--- src/rtl/uart_regs_pkg.sv ---
package uart_regs_pkg;

    localparam int REG_W     = 16;
    localparam int BYTE_W    = 8;
    localparam int NUM_SLOTS = 10;

    localparam int LCR_DIV_BIT  = 7;
    localparam int MCR_LOOP_BIT = 4;
    localparam int IER_RX_BIT   = 0;
    localparam int IER_TX_BIT   = 1;
    localparam int LSR_DR_BIT   = 0;
    localparam int LSR_THRE_BIT = 5;
    localparam int LSR_TEMT_BIT = 6;

    localparam logic [1:0]       SIZE_HALF   = 2'd1;
    localparam logic [REG_W-1:0] DIVLO_RESET = 16'h0001;
    localparam logic [REG_W-1:0] IDENT_VALUE = 16'h0001;
    localparam logic [REG_W-1:0] LSR_RESET   = 16'h0060;

    typedef enum logic [3:0] {
        SEL_DATA, SEL_IER, SEL_IIR, SEL_LCR, SEL_MCR,
        SEL_LSR, SEL_SCR, SEL_GCTL, SEL_NONE
    } reg_sel_e;

    typedef struct packed {
        logic     rd;
        logic     wr;
        logic     bad;
        reg_sel_e sel;
    } access_t;

    function automatic reg_sel_e slot_sel(input logic [3:0] slot);
        case (slot)
            4'd0:    return SEL_DATA;
            4'd1:    return SEL_IER;
            4'd2:    return SEL_IIR;
            4'd3:    return SEL_LCR;
            4'd4:    return SEL_MCR;
            4'd5:    return SEL_LSR;
            4'd7:    return SEL_SCR;
            4'd9:    return SEL_GCTL;
            default: return SEL_NONE;
        endcase
    endfunction

    function automatic logic [REG_W-1:0] live_status(input logic dr,
                                                     input logic thre,
                                                     input logic temt);
        logic [REG_W-1:0] v;
        v = '0;
        v[LSR_DR_BIT]   = dr;
        v[LSR_THRE_BIT] = thre;
        v[LSR_TEMT_BIT] = temt;
        return v;
    endfunction

endpackage

--- src/rtl/uart_reg_decode.sv ---
module uart_reg_decode
    import uart_regs_pkg::*;
#(
    parameter int ADDR_W = 8
) (
    input  logic [ADDR_W-1:0] bus_addr,
    input  logic [1:0]        bus_size,
    input  logic              bus_wr,
    input  logic              bus_rd,
    output access_t           acc
);
    localparam int SLOT_W = ADDR_W - 2;

    logic [SLOT_W-1:0] slot_idx;
    logic              in_map;
    reg_sel_e          sel;
    logic              ok;

    always_comb begin
        slot_idx = bus_addr[ADDR_W-1:2];
        in_map   = slot_idx < SLOT_W'(NUM_SLOTS);
        sel      = in_map ? slot_sel(slot_idx[3:0]) : SEL_NONE;
        ok       = (bus_addr[1:0] == 2'b00) && (sel != SEL_NONE)
                   && (bus_size == SIZE_HALF) && !(bus_rd && bus_wr);
        acc.rd   = bus_rd && ok;
        acc.wr   = bus_wr && ok;
        acc.bad  = (bus_rd || bus_wr) && !ok;
        acc.sel  = sel;
    end

    always_comb begin
        assert_one_kind_R10: assert (!(acc.bad && (acc.rd || acc.wr)));
    end
endmodule

--- src/rtl/uart_rx_path.sv ---
module uart_rx_path
    import uart_regs_pkg::*;
(
    input  logic              clk,
    input  logic              rst,
    input  logic              loop_en,
    input  logic              data_wr,
    input  logic [BYTE_W-1:0] wr_byte,
    input  logic              data_rd,
    input  logic [BYTE_W-1:0] rx_data,
    input  logic              rx_valid,
    output logic              rx_ready,
    output logic [BYTE_W-1:0] rd_byte,
    output logic              dr_live
);
    logic [BYTE_W-1:0] rbr_q, loop_q;
    logic              loop_full_q;
    logic              take_loop, take_ext;

    always_comb begin
        take_loop = data_rd && loop_full_q;
        take_ext  = data_rd && !loop_full_q && !loop_en && rx_valid;
        rx_ready  = take_ext;
        rd_byte   = take_loop ? loop_q : (take_ext ? rx_data : rbr_q);
        dr_live   = loop_full_q || (!loop_en && rx_valid);
    end

    always_ff @(posedge clk) begin
        if (rst) begin
            rbr_q       <= '0;
            loop_q      <= '0;
            loop_full_q <= 1'b0;
        end else begin
            if (data_rd) rbr_q <= rd_byte;
            if (data_wr && loop_en) begin
                loop_q      <= wr_byte;
                loop_full_q <= 1'b1;
            end else if (take_loop) begin
                loop_full_q <= 1'b0;
            end
        end
    end

    assert_loop_blocks_rx_R8: assert property (@(posedge clk) disable iff (rst)
        loop_en |-> !rx_ready);
    assert_ready_needs_valid_R7: assert property (@(posedge clk) disable iff (rst)
        rx_ready |-> rx_valid);
    assert_loop_byte_ready_R8: assert property (@(posedge clk) disable iff (rst)
        (data_wr && loop_en) |=> dr_live);
endmodule

--- src/rtl/uart_line_status.sv ---
module uart_line_status
    import uart_regs_pkg::*;
(
    input  logic             clk,
    input  logic             rst,
    input  logic             lsr_rd,
    input  logic [REG_W-1:0] live,
    output logic [REG_W-1:0] rd_val
);
    logic [REG_W-1:0] sticky_q;

    assign rd_val = sticky_q | live;

    always_ff @(posedge clk) begin
        if (rst)         sticky_q <= LSR_RESET;
        else if (lsr_rd) sticky_q <= '0;
    end

    assert_read_clears_R4: assert property (@(posedge clk) disable iff (rst)
        lsr_rd |=> (rd_val == live));
endmodule

--- src/rtl/uart_regfile.sv ---
module uart_regfile
    import uart_regs_pkg::*;
#(
    parameter int ADDR_W = 8
) (
    input  logic              clk,
    input  logic              rst,
    input  logic [ADDR_W-1:0] bus_addr,
    input  logic [1:0]        bus_size,
    input  logic              bus_wr,
    input  logic              bus_rd,
    input  logic [REG_W-1:0]  bus_wdata,
    output logic [REG_W-1:0]  bus_rdata,
    output logic              bus_err,
    output logic [BYTE_W-1:0] tx_data,
    output logic              tx_valid,
    input  logic              tx_ready,
    input  logic              tx_idle,
    input  logic [BYTE_W-1:0] rx_data,
    input  logic              rx_valid,
    output logic              rx_ready,
    output logic              tx_event,
    output logic              rx_event
);
    access_t acc;
    logic [REG_W-1:0]  dll_q, dlh_q, ier_q, lcr_q, mcr_q, scr_q, gctl_q;
    logic [REG_W-1:0]  rdata_q, rd_mux, lsr_val;
    logic [BYTE_W-1:0] tx_q, rx_byte;
    logic              tx_valid_q, tx_event_q, err_q;
    logic              dlab, data_wr, data_rd, lsr_rd, dr_live;

    uart_reg_decode #(.ADDR_W(ADDR_W)) u_decode (
        .bus_addr(bus_addr), .bus_size(bus_size),
        .bus_wr(bus_wr), .bus_rd(bus_rd), .acc(acc)
    );

    always_comb begin
        dlab    = lcr_q[LCR_DIV_BIT];
        data_wr = acc.wr && (acc.sel == SEL_DATA) && !dlab;
        data_rd = acc.rd && (acc.sel == SEL_DATA) && !dlab;
        lsr_rd  = acc.rd && (acc.sel == SEL_LSR);
    end

    uart_rx_path u_rx (
        .clk(clk), .rst(rst), .loop_en(mcr_q[MCR_LOOP_BIT]),
        .data_wr(data_wr), .wr_byte(bus_wdata[BYTE_W-1:0]),
        .data_rd(data_rd), .rx_data(rx_data), .rx_valid(rx_valid),
        .rx_ready(rx_ready), .rd_byte(rx_byte), .dr_live(dr_live)
    );

    uart_line_status u_lsr (
        .clk(clk), .rst(rst), .lsr_rd(lsr_rd),
        .live(live_status(dr_live, tx_ready, tx_idle)), .rd_val(lsr_val)
    );

    always_comb begin
        case (acc.sel)
            SEL_DATA: rd_mux = dlab ? dll_q : {{(REG_W-BYTE_W){1'b0}}, rx_byte};
            SEL_IER:  rd_mux = dlab ? dlh_q : ier_q;
            SEL_IIR:  rd_mux = IDENT_VALUE;
            SEL_LCR:  rd_mux = lcr_q;
            SEL_MCR:  rd_mux = mcr_q;
            SEL_LSR:  rd_mux = lsr_val;
            SEL_SCR:  rd_mux = scr_q;
            SEL_GCTL: rd_mux = gctl_q;
            default:  rd_mux = '0;
        endcase
    end

    always_ff @(posedge clk) begin
        if (rst) begin
            dll_q <= DIVLO_RESET;
            {dlh_q, ier_q, lcr_q, mcr_q, scr_q, gctl_q} <= '0;
            rdata_q    <= '0;
            tx_q       <= '0;
            tx_valid_q <= 1'b0;
            tx_event_q <= 1'b0;
            err_q      <= 1'b0;
        end else begin
            err_q      <= acc.bad;
            tx_event_q <= data_wr && ier_q[IER_TX_BIT];
            if (acc.rd)                rdata_q <= rd_mux;
            else if (acc.bad && bus_rd) rdata_q <= '0;
            if (acc.wr) begin
                case (acc.sel)
                    SEL_DATA: if (dlab) dll_q <= bus_wdata;
                              else      tx_q  <= bus_wdata[BYTE_W-1:0];
                    SEL_IER:  if (dlab) dlh_q <= bus_wdata;
                              else      ier_q <= bus_wdata;
                    SEL_LCR:  lcr_q  <= bus_wdata;
                    SEL_MCR:  mcr_q  <= bus_wdata;
                    SEL_SCR:  scr_q  <= bus_wdata;
                    SEL_GCTL: gctl_q <= bus_wdata;
                    default:  ;
                endcase
            end
            if (data_wr)       tx_valid_q <= 1'b1;
            else if (tx_ready) tx_valid_q <= 1'b0;
        end
    end

    assign bus_rdata = rdata_q;
    assign bus_err   = err_q;
    assign tx_data   = tx_q;
    assign tx_valid  = tx_valid_q;
    assign tx_event  = tx_event_q;
    assign rx_event  = ier_q[IER_RX_BIT] && dr_live;

    assert_tx_hold_R5: assert property (@(posedge clk) disable iff (rst)
        (tx_valid && !tx_ready) |=> tx_valid);
    assert_tx_event_cause_R6: assert property (@(posedge clk) disable iff (rst)
        tx_event |-> $past(bus_wr) && !bus_err);
    assert_err_no_send_R10: assert property (@(posedge clk) disable iff (rst)
        bus_err |-> !$rose(tx_valid));
    assert_rdata_hold_R11: assert property (@(posedge clk) disable iff (rst)
        !$past(bus_rd) |-> $stable(bus_rdata));
endmodule

--- config.mk ---
export PLATFORM = sky130hd
export DESIGN_NAME = uart_regfile
export DESIGN_NICKNAME = d
export VERILOG_FILES = /design/src/rtl/uart_regs_pkg.sv /design/src/rtl/uart_reg_decode.sv /design/src/rtl/uart_rx_path.sv /design/src/rtl/uart_line_status.sv /design/src/rtl/uart_regfile.sv
export SDC_FILE = /design/constraint.sdc
export NUM_CORES = 1
export LEC_CHECK = 0
export ABC_CLOCK_PERIOD_IN_PS = 2300
export BUFFER_PORTS_ARGS = -buffer_cell sky130_fd_sc_hd__buf_2
export CAP_MARGIN = 0
export CORE_ASPECT_RATIO = 0.9
export CORE_MARGIN = 2
export CORE_UTILIZATION = 57
export DETAILED_ROUTE_END_ITERATION = 10
export PLACE_DENSITY = 0.76
export SLEW_MARGIN = 40
export SYNTH_ARGS = -nofsm -noshare
export SYNTH_HDL_FRONTEND = slang
export SYNTH_SLANG_ARGS = --single-unit
--- constraint.sdc ---
create_clock -name clk -period 2.3 [get_ports clk]
set_clock_uncertainty 0.05 [all_clocks]
set_input_delay 0.46 -clock clk [delete_from_list [all_inputs] [get_ports clk]]
set_output_delay 0.46 -clock clk [all_outputs]
set_load 0.01 [all_outputs]
==> results of run 1 <==
-- worst max-delay path, delay by kind of cell --
family                 cells  cell delay, ps
buffers and inverters      5             660
and+or+nand+nor            3             590
-- power breakdown --
group	internal [mW]	switching [mW]	total, mW	leakage (nW)
logic	0.0704	0.161	0.231	1.35
clock network	1.54	1.10	2.64	0.259
registers	2.72	0.000250	2.72	1.26
total	4.33	1.26	5.59	2.88
-- timing repair --
action                     in CTS  in global routing
setup buffers                   1                  3
setup endpoints to repair       1                  1
pin swaps                       1                  0
cloned                          0                  0
gates resized for setup         0                  2
-- sequential cells by signal, summed over array words and instances, names as in the netlist, 8 cells and up --
| name | cells |
|---|---|
| dlh_q | 16 |
| lcr_q | 16 |
| ier_q | 16 |
| scr_q | 16 |
| gctl_q | 16 |
| u_rx.loop_q | 8 |
| tx_data | 8 |
| u_rx.rbr_q | 8 |
| bus_rdata | 16 |
| mcr_q | 16 |
| dll_q | 16 |
-- metrics by stage --
step                       util  worst slack, ps  power [mW]  cell area, um2
after global routing      0.696            -6.67        5.72            8020
after detailed placement  0.644             -117        3.00            7430
after global placement    0.644            -75.1        3.00            7430
after floorplan               -              136        2.90            6780
after CTS                 0.693             16.2        5.59            7990
final                     0.696             86.6        5.59            8020
-- metal layers --
metal / vias up / GRT usage
met1: 3111 / 0.414
met4: 0 / 0.107
met3: 42 / 0.115
li1: 3057 / -
met5: - / 0
met2: 339 / 0.515
-- kinds of logic after synthesis --
logic type / count (synthesis) / synth area share
compound gates: 217 / 0.196
buf+inv: 74 / 0.0635
flops: 157 / 0.464
mux: 18 / 0.0279
simple gates: 375 / 0.249
-- worst paths after layout --
kind,startpoint,to,slack (ps),depth (start not counted)
setup reg to reg,lcr_q[7],bus_rdata[10],280,5
setup / recovery,bus_addr[7],rx_ready,90,8
hold reg to reg,bus_rdata[11],bus_rdata[11],400,2
hold / removal,tx_ready,tx_valid,290,3
-- Yosys cell counts, types with 2 or more instances --
master    instances
a22o_1            8
a31oi_1           3
and2_1            4
nor3_4            2
a22oi_1          24
nand4_1           7
a211oi_1          3
nor3_1            9
o31a_1            5
mux2i_1          11
nand2_1         277
buf_2            17
buf_6             4
clkbuf_8          9
nor4bb_1          2
a222oi_1          7
nor2b_1           6
nor2_1           25
or2_2             3
nor2_2            3
mux2_2            7
inv_1             5
a221oi_1          3
nor4_4            2
clkbuf_2          2
o22ai_1          12
nand3_1          10
dfxtp_1         157
or3_1             3
o21ai_0          10
a21oi_1         130
o31ai_1           2
o22a_1            2
o41ai_1           2
nand2b_1          6
clkbuf_1         35
-- cell type report --
cell class / instances / area share
clock buffers: 22 / 0.0579
repair buffers: 132 / 0.112
well taps: 156 / 0.0243
flip-flops and latches: 157 / 0.392
clock inverters: 9 / 0.0109
multi-input cells: 610 / 0.401
inverters: 5 / 0.00234
==> flow_metrics.py, run 1 <==
metrics = {
    "detailed_routing": {
        "antenna_left": 0,
        "vias": 6549,
        "drt_first_pass_iters": 5,
        "m1WireLength_um": 8500,
        "vias_per_cell": 6.00,
        "wl_met3_um": 2140,
        "wl_per_cell_um": 18.8,
        "drt-total-wl_um": 20500,
        "drt_iter0_markers": 794,
        "wl_met2_um": 9400,
        "top_layer": "met4",
        "drc": 0,
    },
    "critical_path": {
        "cpPeakStageDelay_ps": 220,
        "cp-end-kind": "primary output",
        "critPathKind": "in2out",
        "cp.required_ps": 1790,
        "crit_chain": "buf_2, buf_4, nor4_4, buf_4, and4_4, nand3b_1, inv_1, buf_2",
        "cp-start-kind": "input port",
        "path_max_fanout": 5,
        "crit_slowest_cell": "nor4_4",
        "arrival_ps": 1700,
    },
    "clock_tree": {
        "root_buffer": "clkbuf_16",
        "cts_buffer_depth": 2,
        "clock_latency_ps": 430,
        "cts_hold_buf": 0,
        "numCtsBuffers": 17,
        "htree_num_levels": 4,
        "cts_tree": "built",
        "path_clk_slew_ps": 60,
        "cts_sinks": 157,
    },
    "synth": {
        "yosysWarnings": 0,
        "synth_seq_cells": 157,
        "syn_avg_cell_area_um2": 8.06,
        "yosys.area.top_type": "dfxtp_1",
        "synthCells": 841,
        "ys_async_sr_fraction": 0,
        "post_synth_num_cell_types": 60,
        "synth_ff_type": "dfxtp_1",
        "yosys-top-cells-area": "dfxtp_1 46%, nand2_1 15%, a21oi_1 9.6%",
        "synthDominantCellAreaShare": 0.464,
        "synth_seq_area_share": 0.464,
        "synth_fp_nets": 882,
        "syn_area_um2": 6780,
        "synth_edf_count": 0,
    },
    "hold_path": {
        "hp-class": "in2reg",
    },
    "global_route": {
        "antenna_found_initial": 0,
        "grt_pass1_vias": 6211,
        "grt_pass1_wl_um": 32000,
        "overflow": 0,
        "grt.total_usage": 0.325,
        "grt_max_degree": 96,
    },
    "finish": {
        "multi_input_area_um2": 3210,
        "drive_gt1_frac": 0.201,
        "instances_no_fill": 1091,
        "layout_common_cells": "277 x nand2_1, 157 x dfxtp_1, 130 x a21oi_1",
        "diodes": 0,
        "layout_commonest_cell": "nand2_1",
        "nNetsFinal": 964,
        "fill_cells": 933,
        "register_area_um2": 3140,
        "synthToLayoutAreaGrowth_pct": 18.3,
    },
    "pwr": {
        "p_per_area_nw_per_um2": 697,
        "p_leak_nw": 2.88,
        "ir_worst_vdd_mv": 0.614,
    },
    "sta": {
        "timing.hold.ws_ps": 289,
        "max_freq_mhz": 452,
        "post-route-period-util": 0.962,
        "maxSlewViolCount": 0,
        "setup_tns_ps": 0,
        "slew_headroom": 0.669,
        "final-hold-violation-count": 0,
        "worst_pin_slew_ps": 496,
        "final.min_clock_period_ps": 2210,
        "setup_viol": 0,
    },
    "placed_design": {
        "gp_congestion": 0.923,
        "port_buffers": 69,
        "placed_cells": 1056,
        "place_hpwl_um": 14100,
    },
    "flow_run": {
        "maxCapViolations": 0,
    },
    "floorplanning": {
        "initial_core_util": 0.588,
        "die_h_um": 107,
        "rows": 37,
        "core_um2": 11500,
        "io-pin-count": 70,
        "die_w_um": 119,
        "die-area_um2": 12800,
    },
    "run_status": {
        "status": "finished, final reports clean",
    },
}
Note: power is estimated with default switching activity, not from simulation.
==> run 2: changes to the inputs <==
--- a/config.mk
+++ b/config.mk
@@ -5,14 +5,15 @@
 export SDC_FILE = /design/constraint.sdc
 export NUM_CORES = 1
 export LEC_CHECK = 0
-export ABC_CLOCK_PERIOD_IN_PS = 2300
+export ABC_CLOCK_PERIOD_IN_PS = 1800
 export BUFFER_PORTS_ARGS = -buffer_cell sky130_fd_sc_hd__buf_2
 export CAP_MARGIN = 0
-export CORE_ASPECT_RATIO = 0.9
+export CORE_ASPECT_RATIO = 0.7
 export CORE_MARGIN = 2
-export CORE_UTILIZATION = 57
+export CORE_UTILIZATION = 53
+export CTS_CLUSTER_DIAMETER = 30
 export DETAILED_ROUTE_END_ITERATION = 10
-export PLACE_DENSITY = 0.76
+export PLACE_DENSITY = 0.74
 export SLEW_MARGIN = 40
 export SYNTH_ARGS = -nofsm -noshare
 export SYNTH_HDL_FRONTEND = slang
==> constraint.sdc (replaced) <==
create_clock -name clk -period 1.8 [get_ports clk]
set_clock_uncertainty 0.05 [all_clocks]
set_input_delay 0.36 -clock clk [delete_from_list [all_inputs] [get_ports clk]]
set_output_delay 0.36 -clock clk [all_outputs]
set_load 0.01 [all_outputs]
==> flow_metrics.py, run 2 (same netlist as run 1, synthesis figures left out) <==
metrics = {
    "critical_path": {
        "cp.required_ps": 2050,
        "path_max_fanout": 4,
        "r2r_slack_ps": -240,
        "rr_endpoint": "bus_rdata[6]",
        "critPathKind": "reg2reg",
        "cp-end-kind": "register",
        "crit_path_end": "bus_rdata[6]",
        "arrival_ps": 2290,
        "ff2ff_path_depth": 9,
        "reg2reg_from": "lcr_q[7]",
        "cp-start-kind": "register",
        "critPathLaunch": "lcr_q[7]",
    },
    "detailed_routing": {
        "drt-total-wl_um": 22400,
        "vias_per_cell": 5.99,
        "drc": 0,
        "vias": 6857,
        "drt_iter0_markers": 851,
        "antenna_left": 0,
        "wl_per_cell_um": 19.6,
        "drt_first_pass_iters": 5,
    },
    "floorplanning": {
        "rows": 34,
        "io-pin-count": 70,
        "die_w_um": 139,
        "die-area_um2": 13700,
        "core_um2": 12500,
        "initial_core_util": 0.544,
        "die_h_um": 98.6,
    },
    "clock_tree": {
        "root_buffer": "clkbuf_16",
        "cts_hold_buf": 0,
        "numCtsBuffers": 17,
        "cts_tree": "built",
        "path_clk_slew_ps": 70,
        "htree_num_levels": 4,
        "clock_latency_ps": 430,
        "cts_sinks": 157,
        "cts_buffer_depth": 2,
    },
    "sta": {
        "max_freq_mhz": 490,
        "maxSlewViolCount": 0,
        "timing.hold.ws_ps": 195,
        "final.min_clock_period_ps": 2040,
        "worst_slack_ps": -242,
        "rsz0062_at_grt": "true",
        "slew_headroom": 0.716,
        "post-route-period-util": 1.13,
        "setup_viol": 14,
        "final-hold-violation-count": 0,
        "worst_pin_slew_ps": 424,
    },
    "finish": {
        "instances_no_fill": 1144,
        "nNetsFinal": 1010,
        "synthToLayoutAreaGrowth_pct": 27.9,
        "drive_gt1_frac": 0.284,
        "fill_cells": 967,
        "diodes": 0,
        "layout_commonest_cell": "nand2_1",
        "layout_common_cells": "277 x nand2_1, 154 x dfxtp_1, 127 x a21oi_1",
    },
    "run_status": {
        "status": "finished with violations",
        "violations": "negative setup slack",
    },
    "global_route": {
        "grt_pass1_vias": 6226,
        "antenna_found_initial": 0,
        "grt.total_usage": 0.320,
        "grt_max_degree": 67,
        "grt_pass1_wl_um": 34100,
        "overflow": 0,
    },
    "placed_design": {
        "placed_cells": 1103,
        "port_buffers": 69,
        "place_hpwl_um": 14600,
        "gp_congestion": 0.904,
    },
    "pwr": {
        "p_leak_nw": 3.20,
        "p_per_area_nw_per_um2": 830,
        "power.share.switching": 0.248,
        "intPower_mw": 5.41,
        "pwr-share-comb": 0.048,
        "clkPwrFrac": 0.470,
        "power.switching_mw": 1.78,
        "p_seq_frac": 0.482,
        "ir_worst_vdd_mv": 0.689,
    },
    "hold_path": {
        "hp-class": "in2reg",
        "worst_hold_startpoint": "bus_wdata[8]",
    },
    "flow_run": {
        "maxCapViolations": 0,
    },
}
-- run 2: cell types whose count changed in the layout (fill, tap and decap cells not counted), sizes merged --
cell    previous run  this run
clkbuf            22        18
bufinv             1         0
clkinv             2         5
buf              132       178
inv                7        10
-- run 2: what timing repair did --
item | 4_1_cts | 5_1_grt
endpoints found under the hold margin | 0 | 0
setup endpoints to repair | 30 | 100
gates cloned | 0 | 1
resized for setup | 11 | 44
buffers inserted | 5 | 6
pin swaps | 8 | 15
-- run 2: metal layers --
metal / track usage / share of wire / up-vias
met5: 0 / 0 / -
met3: 0.0729 / 0.12 / 44
met1: 0.467 / 0.44 / 3272
met4: 0.113 / 0.020 / 0
met2: 0.465 / 0.43 / 402
li1: - / - / 3139
-- run 2: critical path, cell delays in order, from the launching register on --
cell and delay [ps]:
dfxtp_4 360, buf_6 120, nor4bb_4 270, nand4_1 190
buf_4 190, o41ai_2 280, buf_4 180, o31ai_4 60
a21oi_2 170, a211oi_2 60
-- run 2: worst min path at each step --
stage	end	slack, ps	depth (start not counted)
floorplan	dlh_q[1]	380	2
global placement	tx_data[1]	380	2
detailed placement	tx_data[5]	390	2
CTS	tx_valid	180	3
global route	ier_q[8]	200	3
finish	mcr_q[8]	190	3
-- run 2: stage by stage --
step	setup WS, ps	utilization	cell area (um2)	power [mW]	TNS [ps]
2_1_floorplan	-212	-	6940	3.70	-13240
3_3_place_gp	-392	0.626	7810	3.86	-40360
3_5_place_dp	-408	0.626	7810	3.86	-43730
4_1_cts	-118	0.676	8430	7.19	-241
5_1_grt	-295	0.696	8670	7.37	-3450
6_report	-242	0.696	8670	7.20	-1750
-- run 2: final cells by class --
class	count	area, um2	area share
Clock buffer	18	439	0.0506
Sequential cell	157	3150	0.364
Tap cell	162	203	0.0234
Inverter	5	18.8	0.00216
Clock inverter	14	113	0.0130
Multi-Input combinational cell	610	3460	0.399
Timing Repair Buffer	178	1280	0.148
-- run 2: power by group through the flow --
| stage | clock network, mW | logic [mW] | registers [mW] |
|---|---|---|---|
| finish | 3.39 | 0.343 | 3.47 |
| global route | 3.55 | 0.357 | 3.47 |
| global placement | 0 | 0.305 | 3.55 |
| floorplan | 0 | 0.147 | 3.55 |
| detailed placement | 0 | 0.308 | 3.55 |
| CTS | 3.40 | 0.312 | 3.47 |
==> run 3: changes to the inputs <==
--- a/config.mk
+++ b/config.mk
@@ -13,6 +13,7 @@
 export CORE_UTILIZATION = 53
 export CTS_CLUSTER_DIAMETER = 30
 export DETAILED_ROUTE_END_ITERATION = 10
+export GPL_TIMING_DRIVEN = 0
 export PLACE_DENSITY = 0.74
 export SLEW_MARGIN = 40
 export SYNTH_ARGS = -nofsm -noshare
==> flow_metrics.py, run 3 (same netlist as run 1, synthesis figures left out) <==
metrics = {
    "global_route": {
        "grt_pass1_vias": 6306,
        "grt_max_degree": 17,
        "antenna_found_initial": 0,
        "grt.total_usage": 0.337,
        "overflow": 0,
        "grt_pass1_wl_um": 35600,
    },
    "pwr": {
        "p_per_area_nw_per_um2": 780,
        "power.switching_mw": 1.91,
        "clkPwrFrac": 0.484,
        "power.share.switching": 0.254,
        "p_seq_frac": 0.462,
        "p_leak_nw": 3.49,
        "pwr-share-comb": 0.055,
        "ir_worst_vdd_mv": 0.879,
        "intPower_mw": 5.61,
    },
    "floorplanning": {
        "io-pin-count": 70,
        "initial_core_util": 0.544,
        "die_w_um": 139,
        "core_um2": 12500,
        "rows": 34,
        "die-area_um2": 13700,
        "die_h_um": 98.6,
    },
    "sta": {
        "maxSlewViolCount": 0,
        "setup_tns_ps": -5910,
        "final-hold-violation-count": 0,
        "final.min_clock_period_ps": 2070,
        "post-route-period-util": 1.15,
        "timing.hold.ws_ps": 190,
        "worst_slack_ps": -266,
        "worst_pin_slew_ps": 927,
        "max_freq_mhz": 484,
        "setup_viol": 77,
        "slew_headroom": 0.382,
        "rsz0062_at_grt": "true",
    },
    "finish": {
        "nNetsFinal": 1027,
        "diodes": 0,
        "drive_gt1_frac": 0.398,
        "fill_cells": 788,
        "layout_commonest_cell": "nand2_1",
        "final_area_um2": 9640,
        "layout_common_cells": "227 x nand2_1, 155 x dfxtp_1, 66 x a21oi_1",
        "synthToLayoutAreaGrowth_pct": 42.2,
    },
    "clock_tree": {
        "cts_buffer_depth": 2,
        "cts_sinks": 157,
        "clock_latency_ps": 440,
        "cts_hold_buf": 0,
        "path_clk_slew_ps": 70,
        "htree_num_levels": 4,
        "root_buffer": "clkbuf_16",
        "cts_tree": "built",
        "numCtsBuffers": 17,
    },
    "placed_design": {
        "placed_area_um2": 7440,
        "gp_congestion": 0.928,
        "place_hpwl_um": 15000,
        "port_buffers": 59,
    },
    "detailed_routing": {
        "drt_first_pass_iters": 8,
        "antenna_left": 0,
        "wl_per_cell_um": 23.7,
        "drt-total-wl_um": 27500,
        "drt_iter0_markers": 1163,
        "vias_per_cell": 6.47,
        "drc": 0,
        "vias": 7514,
    },
    "flow_run": {
        "maxCapViolations": 0,
    },
    "critical_path": {
        "reg2reg_from": "lcr_q[7]",
        "cpPeakStageDelay_ps": 370,
        "crit_chain": "nor3b_2, and4_1, nand3b_1, inv_2, buf_6",
        "cp-start-kind": "register",
        "path_max_fanout": 4,
        "r2r_slack_ps": -170,
        "cp.required_ps": 1390,
        "critPathLaunch": "lcr_q[7]",
        "arrival_ps": 1660,
        "cp-end-kind": "primary output",
        "critPathKind": "reg2out",
        "crit_slowest_cell": "dfxtp_4",
    },
    "run_status": {
        "status": "finished with violations",
        "violations": "negative setup slack",
    },
    "hold_path": {
        "worst_hold_startpoint": "tx_ready",
        "hp-class": "in2reg",
    },
}
-- run 3: cell types whose count changed in the layout (fill, tap and decap cells not counted), sizes merged, moves of 2 or more --
cell    before  now
clkbuf      18   51
buf        178  159
clkinv       5    2
or2          5    7
-- run 3: stage by stage --
step | cells | power [mW] | util | worst slack (ps)
CTS | 1124 | 7.37 | 0.689 | -198
finish | 1161 | 7.52 | 0.773 | -266
global route | 1161 | 7.64 | 0.773 | -255
global placement | 1062 | 3.85 | 0.597 | -930
detailed placement | 1062 | 3.85 | 0.597 | -940
floorplan | 841 | 3.70 | - | -212
-- run 3: layout make-up --
| class | instances | area (um2) | share of cell area |
|---|---|---|---|
| well taps | 162 | 203 | 0.0210 |
| clock buffers | 19 | 453 | 0.0470 |
| multi-input cells | 613 | 4050 | 0.420 |
| flip-flops and latches | 157 | 3150 | 0.327 |
| plain buffers | 54 | 515 | 0.0535 |
| clock inverters | 13 | 130 | 0.0135 |
| inverters | 5 | 18.8 | 0.00195 |
| repair buffers | 138 | 1120 | 0.116 |
-- run 3: per-layer routing --
layer / GRT usage / vias to the layer above / wire length (um)
met5: 0 / - / 0
met4: 0.106 / 0 / 1310
met3: 0.105 / 151 / 3740
met2: 0.481 / 655 / 11900
met1: 0.486 / 3514 / 10500
li1: - / 3194 / -
-- run 3: timing repair --
action	4_1_cts	5_1_grt
endpoints found under the hold margin	0	0
setup endpoints to repair	135	131
gates cloned	4	9
gates resized for setup	88	228
setup buffers	33	38
pin swaps	30	113
-- run 3: power by group through the flow --
stage                     registers (mW)  clock network [mW]  logic, mW
after floorplan                     3.55                   0      0.147
after CTS                           3.47                3.57      0.329
final                               3.47                3.64      0.412
after global placement              3.55                   0      0.298
after detailed placement            3.55                   0      0.300
after global routing                3.47                3.75      0.417
-- run 3: worst max-delay path: cells and delay by family, from the launching register on --
family / cells / cell delay [ps]
buffers and inverters: 2 / 190
AND/OR/NAND/NOR: 3 / 670
flip-flops: 1 / 370
-- run 3: path summary, 6_finish.rpt --
kind	cells past startpoint	end
worst max-delay path	5	rx_ready
worst min-delay path	3	tx_valid
worst max register to register	5	bus_rdata[8]
worst min register to register	2	bus_rdata[11]
